[src/rtl/thr_irq_pkg.sv]
package thr_irq_pkg;
  typedef enum logic [1:0] {
    IM_OFF   = 2'b00,
    IM_LEVEL = 2'b01,
    IM_ALERT = 2'b10,
    IM_FORCE = 2'b11
  } irq_mode_e;

  typedef enum logic [2:0] {
    PS_EVERY = 3'b000,
    PS_ANY   = 3'b001,
    PS_SHORT = 3'b010,
    PS_LONG  = 3'b011
  } persist_e;

  typedef enum logic [1:0] {
    ST_RUN,
    ST_HALT,
    ST_WAIT_CLR,
    ST_WAIT_EN
  } stop_state_e;
endpackage

[src/rtl/thr_window_cmp.sv]
module thr_window_cmp #(
  parameter int DW = 16
) (
  input  logic [DW-1:0] value,
  input  logic [DW-1:0] lo,
  input  logic [DW-1:0] hi,
  output logic          outside
);
  logic below, above;
  always_comb begin
    below   = value < lo;
    above   = value > hi;
    outside = below | above;
  end
endmodule

[src/rtl/thr_persist_filt.sv]
module thr_persist_filt
  import thr_irq_pkg::*;
#(
  parameter int TICKS_SHORT = 10,
  parameter int TICKS_LONG  = 100
) (
  input  logic       clk,
  input  logic       rst,
  input  logic       conv_valid,
  input  logic       outside,
  input  logic [2:0] persist_sel,
  input  logic       tick,
  output logic       fire
);
  localparam int CW = $clog2(TICKS_LONG + 1);
  localparam logic [CW-1:0] NEED_S  = CW'(TICKS_SHORT);
  localparam logic [CW-1:0] NEED_L  = CW'(TICKS_LONG);
  localparam logic [CW-1:0] CNT_MAX = CW'(TICKS_LONG);

  logic          armed_q;
  logic [CW-1:0] cnt_q;

  always_ff @(posedge clk) begin
    if (rst) begin
      armed_q <= 1'b0;
      cnt_q   <= '0;
    end else if (conv_valid && !outside) begin
      armed_q <= 1'b0;
      cnt_q   <= '0;
    end else if (conv_valid && !armed_q) begin
      armed_q <= 1'b1;
      cnt_q   <= '0;
    end else if (armed_q && tick && cnt_q != CNT_MAX) begin
      cnt_q <= cnt_q + 1'b1;
    end
  end

  always_comb begin
    fire = 1'b0;
    if (conv_valid) begin
      unique case (persist_sel)
        PS_EVERY: fire = 1'b1;
        PS_ANY:   fire = outside;
        PS_SHORT: fire = outside && armed_q && (cnt_q >= NEED_S);
        PS_LONG:  fire = outside && armed_q && (cnt_q >= NEED_L);
        default:  fire = 1'b0;
      endcase
    end
  end
endmodule

[src/rtl/thr_irq_core.sv]
module thr_irq_core
  import thr_irq_pkg::*;
(
  input  logic       clk,
  input  logic       rst,
  input  logic [1:0] irq_mode,
  input  logic       fire,
  input  logic       sw_clear,
  input  logic       alert_ack,
  output logic       irq_q,
  output logic       alert_q
);
  irq_mode_e mode, prev_mode_q;
  logic      force_now, irq_d;

  always_comb begin
    mode      = irq_mode_e'(irq_mode);
    force_now = (mode == IM_FORCE) && (prev_mode_q != IM_FORCE);
    if (mode == IM_OFF)
      irq_d = 1'b0;
    else if (fire || force_now)
      irq_d = 1'b1;
    else if (mode == IM_LEVEL && sw_clear)
      irq_d = 1'b0;
    else if (mode[1] && alert_ack)
      irq_d = 1'b0;
    else
      irq_d = irq_q;
  end

  always_ff @(posedge clk) begin
    if (rst) begin
      prev_mode_q <= IM_OFF;
      irq_q       <= 1'b0;
      alert_q     <= 1'b0;
    end else begin
      prev_mode_q <= mode;
      irq_q       <= irq_d;
      alert_q     <= irq_d && mode[1];
    end
  end
endmodule

[src/rtl/thr_stop_seq.sv]
module thr_stop_seq
  import thr_irq_pkg::*;
(
  input  logic clk,
  input  logic rst,
  input  logic irq,
  input  logic stop_en,
  input  logic adc_en,
  output logic stop_q
);
  stop_state_e st_q, st_d;

  always_comb begin
    st_d = st_q;
    unique case (st_q)
      ST_RUN:      if (stop_en && irq) st_d = ST_HALT;
      ST_HALT:     if (!adc_en) st_d = ST_WAIT_CLR;
      ST_WAIT_CLR: if (!irq) st_d = ST_WAIT_EN;
                   else if (adc_en) st_d = ST_HALT;
      ST_WAIT_EN:  if (adc_en) st_d = ST_RUN;
      default:     st_d = ST_RUN;
    endcase
  end

  always_ff @(posedge clk) begin
    if (rst) begin
      st_q   <= ST_RUN;
      stop_q <= 1'b0;
    end else begin
      st_q   <= st_d;
      stop_q <= (st_d != ST_RUN);
    end
  end
endmodule

[src/rtl/thr_irq_ctrl.sv]
module thr_irq_ctrl #(
  parameter int DW          = 16,
  parameter int TICKS_SHORT = 10,
  parameter int TICKS_LONG  = 100
) (
  input  logic          clk,
  input  logic          rst,
  input  logic          conv_valid,
  input  logic [DW-1:0] conv_data,
  input  logic [DW-1:0] thr_lo,
  input  logic [DW-1:0] thr_hi,
  input  logic [1:0]    irq_mode,
  input  logic [2:0]    persist_sel,
  input  logic          stop_en,
  input  logic          tick,
  input  logic          sw_clear,
  input  logic          adc_en,
  input  logic          alert_ack,
  output logic          irq_drive_low,
  output logic          integ_stop,
  output logic          alert_pend
);
  logic outside, fire, irq_q, alert_q, stop_q;

  thr_window_cmp #(.DW(DW)) u_cmp (
    .value   (conv_data),
    .lo      (thr_lo),
    .hi      (thr_hi),
    .outside (outside)
  );

  thr_persist_filt #(.TICKS_SHORT(TICKS_SHORT), .TICKS_LONG(TICKS_LONG)) u_filt (
    .clk         (clk),
    .rst         (rst),
    .conv_valid  (conv_valid),
    .outside     (outside),
    .persist_sel (persist_sel),
    .tick        (tick),
    .fire        (fire)
  );

  thr_irq_core u_core (
    .clk       (clk),
    .rst       (rst),
    .irq_mode  (irq_mode),
    .fire      (fire),
    .sw_clear  (sw_clear),
    .alert_ack (alert_ack),
    .irq_q     (irq_q),
    .alert_q   (alert_q)
  );

  thr_stop_seq u_stop (
    .clk     (clk),
    .rst     (rst),
    .irq     (irq_q),
    .stop_en (stop_en),
    .adc_en  (adc_en),
    .stop_q  (stop_q)
  );

  assign irq_drive_low = irq_q;
  assign alert_pend    = alert_q;
  assign integ_stop    = stop_q;
endmodule

[config.mk]
export PLATFORM = sky130hd
export DESIGN_NAME = thr_irq_ctrl
export DESIGN_NICKNAME = d
export VERILOG_FILES = /design/src/rtl/thr_irq_pkg.sv /design/src/rtl/thr_window_cmp.sv /design/src/rtl/thr_persist_filt.sv /design/src/rtl/thr_irq_core.sv /design/src/rtl/thr_stop_seq.sv /design/src/rtl/thr_irq_ctrl.sv
export SDC_FILE = /design/constraint.sdc
export NUM_CORES = 1
export LEC_CHECK = 0
export ABC_CLOCK_PERIOD_IN_PS = 2500
export CORE_MARGIN = 2
export CORE_UTILIZATION = 40
export DETAILED_ROUTE_END_ITERATION = 16
export GPL_ROUTABILITY_DRIVEN = 0
export GPL_TIMING_DRIVEN = 0
export PLACE_DENSITY = 0.83
export SYNTH_ARGS = -nofsm -noshare
export SYNTH_HDL_FRONTEND = slang
export SYNTH_SLANG_ARGS = --single-unit
[constraint.sdc]
create_clock -name clk -period 2.5 [get_ports clk]
set_input_delay 0.5 -clock clk [delete_from_list [all_inputs] [get_ports clk]]
set_output_delay 0.5 -clock clk [all_outputs]
set_load 0.05 [all_outputs]
* Word-level counts from Yosys, hierarchy flattened *
Cells that the tools add are included.

word-level totals
  flip-flop bits (word level) = 15
  output and inout port bits = 3
  logic and storage cells = 56

cells by class
  reduce and logical (&&, ||, !) cells = 21
  eq/ne operators = 10
  bitwise logic cells = 1
  $lt $le $gt $ge = 4
  $add $sub $neg = 1
  mux-type cells = 12

operators with widths
  operator                                                                              number
  16-bit > comparator                                                                   1
  16-bit less-than comparator                                                           1
  1-bit logical AND                                                                     12
  2-bit 2-to-1 mux                                                                      5
  2-bit case mux with 4 select lines                                                    1
  7-bit by 1-bit adder with 7-bit output (second input constant)                        1
  7-bit by 4-bit greater-or-equal comparator with 1-bit output (second input constant)  1
  7-bit greater-or-equal comparator (second input constant)                             1
  7-bit inequality test (second input constant)                                         1
  2-bit equality test (second input constant)                                           3
  3-bit by 2-bit equality test with 1-bit output (second input constant)                2
  1-bit 2-to-1 mux                                                                      5
  2-bit by 1-bit equality test with 1-bit output (second input constant)                2
  2-bit zero test                                                                       2
  1-bit case mux with 4 select lines                                                    1
  3-bit by 1-bit equality test with 1-bit output (second input constant)                1
  3-bit zero test                                                                       1
  3-bit OR reduction                                                                    1
  1-bit zero test                                                                       2
  2-bit inequality test (second input constant)                                         1
  2-bit nonzero test                                                                    1
  2-bit OR reduction                                                                    1
  1-bit logical OR                                                                      1
  1-bit bitwise OR                                                                      1

* Depth between registers and ports, before layout *
Gate-level depths: netlist of the first run.

  depth after elaboration = 10
  gate-level depth with buffers = 7
  gate-level depth less buffers = 7

* Modules after synthesis *
Synthesis of the first run repeated with hierarchy kept, for this count alone.

second synthesis, totals
  cell total of the unflattened synthesis = 186
  area, all modules = 1473.9 um2

by module, submodules not included
  module            instances  cells an instance  area an instance (um2)
  thr_window_cmp    1          109                784.5
  thr_persist_filt  1          52                 429.2
  thr_irq_core      1          13                 135.1
  thr_stop_seq      1          12                 125.1

* Least setup slack after synthesis of the first run *
No wires, ideal clock.

  path kind = input -> register
  from = input thr_hi[14]
  to = register u_filt.armed_q
  cell stages on the path = 7
  required time = 2.356 ns
  library setup time = 0.144 ns
  path buffers = 0
  slack = 0.449 ns
  data arrival time = 1.907 ns
  cells stage by stage = inv_1 > ha_1 > a21oi_1 > nand2_1 > a221o_1 > o31ai_4 > a311oi_1

on the way
  cells in the longest elaborated chain, start to end = 5

ends and longest elaborated chain
  item                          line                    source
  from (decl)                   thr_irq_ctrl.sv:11      input logic [DW-1:0] thr_hi,
  16-bit > comparator           thr_window_cmp.sv:12    above = value > hi;
  1-bit bitwise OR              thr_window_cmp.sv:13    outside = below | above;
  1-bit zero test               thr_persist_filt.sv:27  end else if (conv_valid && !outside) begin
  1-bit logical AND             thr_persist_filt.sv:27
  2-bit OR reduction (no line)  -
  to (signal assigned)          thr_persist_filt.sv:25  armed_q <= 1'b0;
  to (signal assigned)          thr_persist_filt.sv:28  armed_q <= 1'b0;
  to (signal assigned)          thr_persist_filt.sv:31  armed_q <= 1'b1;
  to (decl)                     thr_persist_filt.sv:20  logic armed_q;

Every way passes these cells.
A chain may end at the register's enable or synchronous reset.

* Final worst setup path of the first run *
  from = input thr_hi[11]
  to = register u_filt.cnt_q[3]

on the way
  cells in the longest elaborated chain, start to end = 5

ends and longest elaborated chain
  item                          line                    source
  16-bit > comparator           thr_window_cmp.sv:12
  1-bit bitwise OR              thr_window_cmp.sv:13
  1-bit zero test               thr_persist_filt.sv:27
  1-bit logical AND             thr_persist_filt.sv:27
  3-bit OR reduction (no line)  -
  to (signal assigned)          thr_persist_filt.sv:34  cnt_q <= cnt_q + 1'b1;
  to (decl)                     thr_persist_filt.sv:21  logic [CW-1:0] cnt_q;

Every way passes these cells.

==> results of run 1 <==
[cells in the mapped netlist, types with 2 or more instances]
master / instances
o21ai_0: 8
nand2_1: 17
nor2b_1: 4
xnor2_1: 3
nor3_1: 2
a311oi_1: 8
nand3b_1: 2
nand3_1: 6
a21oi_1: 15
nand4_1: 3
dfxtp_1: 15
a221o_1: 2
a211oi_1: 3
ha_1: 33
nor2_1: 14
xor2_1: 3
a31oi_1: 3
and3_1: 2
inv_1: 35
and2_1: 2
[critical path, stage by stage]
cell	delay, ps
clkdlybuf4s50_1	460
inv_1	40
ha_1	290
nand4_1	160
buf_4	140
nor2_1	30
a221o_1	360
o31ai_4	250
buf_6	180
a311oi_2	100
[state kept, by name, summed over array words and instances (netlist names)]
name,cells
u_core.irq_q,1
u_stop.stop_q,1
u_filt.cnt_q,7
u_core.prev_mode_q,2
u_stop.st_q,2
u_filt.armed_q,1
u_core.alert_q,1
[power groups by stage]
stage / clock [mW] / sequential, mW / combinational, mW
6_report: 0.203 / 0.259 / 0.303
4_1_cts: 0.206 / 0.259 / 0.291
2_1_floorplan: 0 / 0.281 / 0.131
5_1_grt: 0.215 / 0.261 / 0.342
3_5_place_dp: 0 / 0.264 / 0.289
3_3_place_gp: 0 / 0.264 / 0.283
[layer usage]
layer	GRT usage [%]	up-vias	part of all wire (%)
met2	31.3	45	51
li1	-	821	-
met1	18.9	694	42
met5	0	-	0
met3	3.58	4	6.3
met4	6.77	0	0.77
[layout make-up]
cell class              instances  area share, %
flip-flops and latches         15           12.9
repair buffers                 65           27.9
clock buffers                   3           1.77
inverters                      35           5.65
clock inverters                 1          0.323
well taps                      48           2.58
plain buffers                   1          0.161
multi-input cells             143           48.7
[cells by family (layout without fill, tap and decap cells)]
logic type / after synthesis / in the layout
xor+xnor: 6 / 6
simple gates: 57 / 57
flops: 15 / 15
buf+inv: 36 / 105
fa+ha+maj: 33 / 33
compound gates: 47 / 47
[repair_timing]
item,4_1_cts,5_1_grt
resized for setup,0,8
setup endpoints to repair,0,10
setup buffers,0,2
[path summary, 6_finish.rpt]
path / endpoint / slack [ps] / depth (start not counted)
setup / recovery: u_filt.cnt_q[3] / 90 / 10
hold / removal: u_stop.st_q[1] / 530 / 2
setup reg to reg: u_core.alert_q / 890 / 5
hold reg to reg: u_stop.st_q[1] / 530 / 2
[metrics by stage]
stage / instances / hold slack (ps)
2_1_floorplan: 194 / 492
3_3_place_gp: 305 / 509
3_5_place_dp: 305 / 523
4_1_cts: 309 / 533
5_1_grt: 311 / 593
6_report: 311 / 534
==> impl_metrics.py, run 1 <==
metrics = {
    "sta": {
        "maxSlewHeadroom_pct": 62.1,
        "fin_crit_sh_pct": 96.3,
        "setup_viol": 0,
        "fin_tns_setup_ps": 0,
        "tightest_slew_ps": 568,
        "fmax_mhz": 415,
        "setup_ws_ps": 91.9,
        "skew_ps": 0.989,
        "maxSlewViolCount": 0,
        "hold_violations": 0,
        "layout_min_cycle_time_ps": 2410,
    },
    "placed_design": {
        "dp_slack_ps": -211,
        "place_hpwl_mm": 2.91,
        "portBuffers": 63,
        "place_area_mm2": 0.00222,
    },
    "global_route": {
        "antenna_found_initial": 0,
        "grt_pass1_vias": 1517,
        "grt_max_degree": 11,
        "grt_pass1_wl_mm": 5.87,
        "overflow": 0,
        "gr-usage-all-layers_pct": 17.0,
    },
    "setup_path": {
        "worst_ep_arrival_time_ps": 2510,
        "end_kind": "flip-flop",
        "crit_type": "primary input to flip-flop",
        "crit_required_ps": 2600,
        "r2r-start": "u_filt.cnt_q[2]",
        "critPathLaunchType": "primary input",
        "startpoint": "thr_hi[11]",
        "crit_fanout": 9,
    },
    "outcome": {
        "status": "finished, final reports clean",
    },
    "yosys": {
        "synthXorXnorAreaFrac_pct": 3.44,
        "yosys.area.top_type_share_pct": 27.0,
        "synthCells": 194,
        "synthAdderAreaFrac_pct": 27.0,
        "mappedNetlistArea_mm2": 0.00153,
        "ys_ff_latch": 15,
        "synth_top_cell_by_area": "ha_1",
        "synthMuxAreaShare_pct": 0,
        "synth_edf_count": 0,
        "async_reset_ff_share_pct": 0,
        "yosysSeqAreaShare_pct": 19.7,
        "synth-compound-area-share_pct": 22.0,
        "synth-main-ff-cell": "dfxtp_1",
        "ys_top_cells_by_area": "ha_1, dfxtp_1, inv_1, a21oi_1, a311oi_1",
        "yosysUniqueCellTypes": 34,
        "yosysWarnings": 0,
        "synth_top_family_by_area": "adder cells",
        "synthesis.nets": 288,
        "avgSynthCellArea_um2": 7.87,
        "synthSimpleGateAreaFrac_pct": 19.0,
    },
    "cells_and_area": {
        "n_antenna_cell": 0,
        "final_cell_mix": "clkdlybuf4s50_1, inv_1, ha_1",
        "final_area_mm2": 0.00233,
        "final_util_pct": 63.6,
        "layout_commonest_cell": "clkdlybuf4s50_1",
        "multi_input_area_mm2": 0.00113,
        "drive_above_1_share_pct": 7.22,
        "final_nets": 358,
        "syn_to_final_growth_pct": 52.5,
        "seqCellArea_um2": 300,
        "fillers": 323,
    },
    "power_and_ir_drop": {
        "total_power_mw": 0.766,
        "powerDensity_mw_per_mm2": 329,
        "p_leak_nw": 1.03,
        "netSwitchingFraction_pct": 31.1,
        "comb_power_share_pct": 39.6,
        "seqPwrFrac_pct": 33.8,
        "switchingPower_mw": 0.238,
        "clkPwrFrac_pct": 26.6,
        "peakVddDrop_mv": 0.233,
        "p_int_mw": 0.527,
    },
    "floorplan": {
        "io-pin-count": 64,
        "rows": 22,
        "coreArea_mm2": 0.00366,
        "die_w_um": 65.8,
        "die_h_um": 65.8,
        "start_util_pct": 41.7,
        "floorplan.die_area_mm2": 0.00433,
    },
    "clocking": {
        "clk_pin_slew_worst_paths_ps": 60,
        "cts_root_buf": "clkbuf_8",
        "clock_path_buffers": 2,
        "cts_made_buffers": 3,
        "cts.hold.buffers_added": 0,
        "cts_tree": "yes",
        "clk_latency_ps": 250,
        "clock_sinks": 15,
        "htree_num_levels": 1,
    },
    "routing": {
        "ant_nets": 0,
        "num_vias": 1564,
        "dr.pass1.iters": 4,
        "drtIter0Drc": 65,
        "route.detailed.drc": 0,
        "wl_mm": 3.49,
        "wire_per_inst_um": 11.2,
        "viasPerCell": 5.03,
    },
    "worst_hold_path": {
        "hp-start": "u_stop.st_q[1]",
        "hp-class": "flip-flop to flip-flop",
    },
    "run": {
        "cap_violations": 0,
    },
}
Power figures use the tool's default switching activity.
==> inputs of run 2 (changes only) <==
--- a/config.mk
+++ b/config.mk
@@ -5,7 +5,7 @@
 export SDC_FILE = /design/constraint.sdc
 export NUM_CORES = 1
 export LEC_CHECK = 0
-export ABC_CLOCK_PERIOD_IN_PS = 2500
+export ABC_CLOCK_PERIOD_IN_PS = 2900
 export CORE_MARGIN = 2
 export CORE_UTILIZATION = 40
 export DETAILED_ROUTE_END_ITERATION = 16
==> constraint.sdc (replaced) <==
create_clock -name clk -period 2.9 [get_ports clk]
set_input_delay 0.58 -clock clk [delete_from_list [all_inputs] [get_ports clk]]
set_output_delay 0.58 -clock clk [all_outputs]
set_load 0.02 [all_outputs]
==> run 2 against run 1 <==
  * Worst setup slack better by 300 ps
  * Routed wire length is 3.0% lower
  * Power down 17%
  * Sequential power shrank 14%
  * Clock power decreased by 14%
  * Core utilization shrank 1.7 points
  * Cell count shrank 0.64%
  * Flip-flop and latch count unchanged
  * Via count increased by 0.77%
  * Critical path depth shrank 2
  * Non-clock buffer count down 2
  * Design area is 2.6% lower
  * Largest power group unchanged
  * Highest routed layer unchanged
==> impl_metrics.py, run 2 (synthesis results as in run 1) <==
metrics = {
    "setup_path": {
        "critPathLaunchType": "primary input",
        "crit_type": "primary input to flip-flop",
        "worst_ep_arrival_time_ps": 2620,
        "worstRegToRegCells": 5,
        "r2r-start": "u_filt.cnt_q[2]",
        "crit_required_ps": 3010,
        "startpoint": "thr_hi[14]",
        "reg2reg_to": "u_core.alert_q",
        "crit_fanout": 10,
        "reg2reg_slack_ps": 1290,
        "end_kind": "flip-flop",
    },
    "cells_and_area": {
        "layout_commonest_cell": "clkdlybuf4s50_1",
        "drive_above_1_share_pct": 4.21,
        "final_nets": 356,
        "largest_registers": "u_filt.cnt_q (7), u_core.prev_mode_q (2), u_stop.st_q (2)",
        "final_cell_mix": "clkdlybuf4s50_1, inv_1, ha_1",
        "regMostFlops": "u_filt.cnt_q",
        "n_antenna_cell": 0,
        "fillers": 331,
        "final_area_mm2": 0.00227,
        "syn_to_final_growth_pct": 48.4,
        "largest_reg_flops": 7,
    },
    "sta": {
        "maxSlewHeadroom_pct": 53.7,
        "maxSlewViolCount": 0,
        "fin_crit_sh_pct": 86.5,
        "hold_violations": 0,
        "fmax_mhz": 399,
        "rsz0062_at_grt": "false",
        "setup_viol": 0,
        "fin_tns_setup_ps": 0,
        "layout_min_cycle_time_ps": 2510,
        "tightest_slew_ps": 690,
        "setup_ws_ps": 392,
        "skew_ps": 1.87,
        "whs_ps": 531,
    },
    "clocking": {
        "clk_pin_slew_worst_paths_ps": 60,
        "cts_setup_buffers": 0,
        "cts_root_buf": "clkbuf_8",
        "htree_num_levels": 1,
        "cts_made_buffers": 3,
        "cts.hold.buffers_added": 0,
        "cts_tree": "yes",
        "clock_sinks": 15,
        "clock_path_buffers": 2,
        "clk_latency_ps": 250,
        "post_cts_resized": 0,
    },
    "floorplan": {
        "die_w_um": 65.8,
        "floorplan.die_area_mm2": 0.00433,
        "coreArea_mm2": 0.00366,
        "rows": 22,
        "io-pin-count": 64,
        "start_util_pct": 41.7,
        "die_h_um": 65.8,
    },
    "worst_hold_path": {
        "hp-start": "u_filt.armed_q",
        "hp-class": "flip-flop to flip-flop",
        "min_to": "u_filt.armed_q",
        "min_path_cells": 2,
    },
    "routing": {
        "drtIter0Drc": 64,
        "num_vias": 1576,
        "ant_nets": 0,
        "route.detailed.drc": 0,
        "viasPerCell": 5.10,
        "wl_mm": 3.39,
        "wire_per_inst_um": 11.0,
        "dr.pass1.iters": 4,
    },
    "power_and_ir_drop": {
        "peakVddDrop_mv": 0.198,
        "p_leak_nw": 1.01,
        "total_power_mw": 0.636,
        "powerDensity_mw_per_mm2": 281,
    },
    "run": {
        "cap_violations": 0,
    },
    "global_route": {
        "grt_pass1_vias": 1517,
        "antenna_found_initial": 0,
        "gr-usage-all-layers_pct": 17.0,
        "overflow": 0,
        "grt_pass1_wl_mm": 5.87,
        "grt_max_degree": 11,
    },
    "placed_design": {
        "place_hpwl_mm": 2.91,
        "place_area_mm2": 0.00222,
        "portBuffers": 63,
        "dp_slack_ps": 109,
    },
    "outcome": {
        "status": "finished, final reports clean",
    },
}
## run 2: cell count changes in the layout (fill, tap and decap cells not counted), sizes merged
cell	previous run	this run
buf	2	0
## run 2: per-layer routing
| layer | up-vias | part of all wire [%] | GRT usage [%] |
|---|---|---|---|
| li1 | 816 | - | - |
| met1 | 699 | 42 | 18.9 |
| met2 | 57 | 50 | 31.3 |
| met3 | 4 | 7.2 | 3.58 |
| met4 | 0 | 0.74 | 6.77 |
| met5 | - | 0 | 0 |
## run 2: per-stage QoR
step / util, % / instances
global route: 61.9 / 309
detailed placement: 60.6 / 305
finish: 61.9 / 309
global placement: 60.6 / 305
CTS: 61.9 / 309
floorplan: - / 194
## run 2: critical path, cell delays in order
cell and delay, ps:
clkdlybuf4s50_1 450, inv_1 40, ha_1 320, a21oi_1 150
nand2_1 70, a221o_1 380, o31ai_4 460, a311oi_1 160
## run 2: worst max path at each step
stage                                 end  slack [ps]  cells after the start
after floorplan            u_filt.armed_q         770                      7
after global placement    u_filt.cnt_q[3]         140                      8
after detailed placement  u_filt.cnt_q[1]         110                      8
after CTS                 u_filt.cnt_q[1]         390                      8
after global routing      u_filt.cnt_q[4]         190                      8
final                     u_filt.cnt_q[6]         390                      8
## run 2: where the power goes
group / internal, mW / leakage [nW] / switching (mW)
combinational: 0.136 / 0.867 / 0.101
sequential: 0.217 / 0.122 / 0.00674
clock: 0.0967 / 0.0217 / 0.0784
total: 0.450 / 1.01 / 0.187
## run 2: area by class of cell
type / count / area [um2] / share of cell area, %
tap: 48 / 60.1 / 2.65
sequential: 15 / 300 / 13.3
multi-input combinational: 143 / 1090 / 48.2
clock buffer: 3 / 41.3 / 1.82
buffer: 1 / 3.75 / 0.166
clock inverter: 1 / 7.51 / 0.331
timing repair buffer: 63 / 631 / 27.8
inverter: 35 / 131 / 5.80
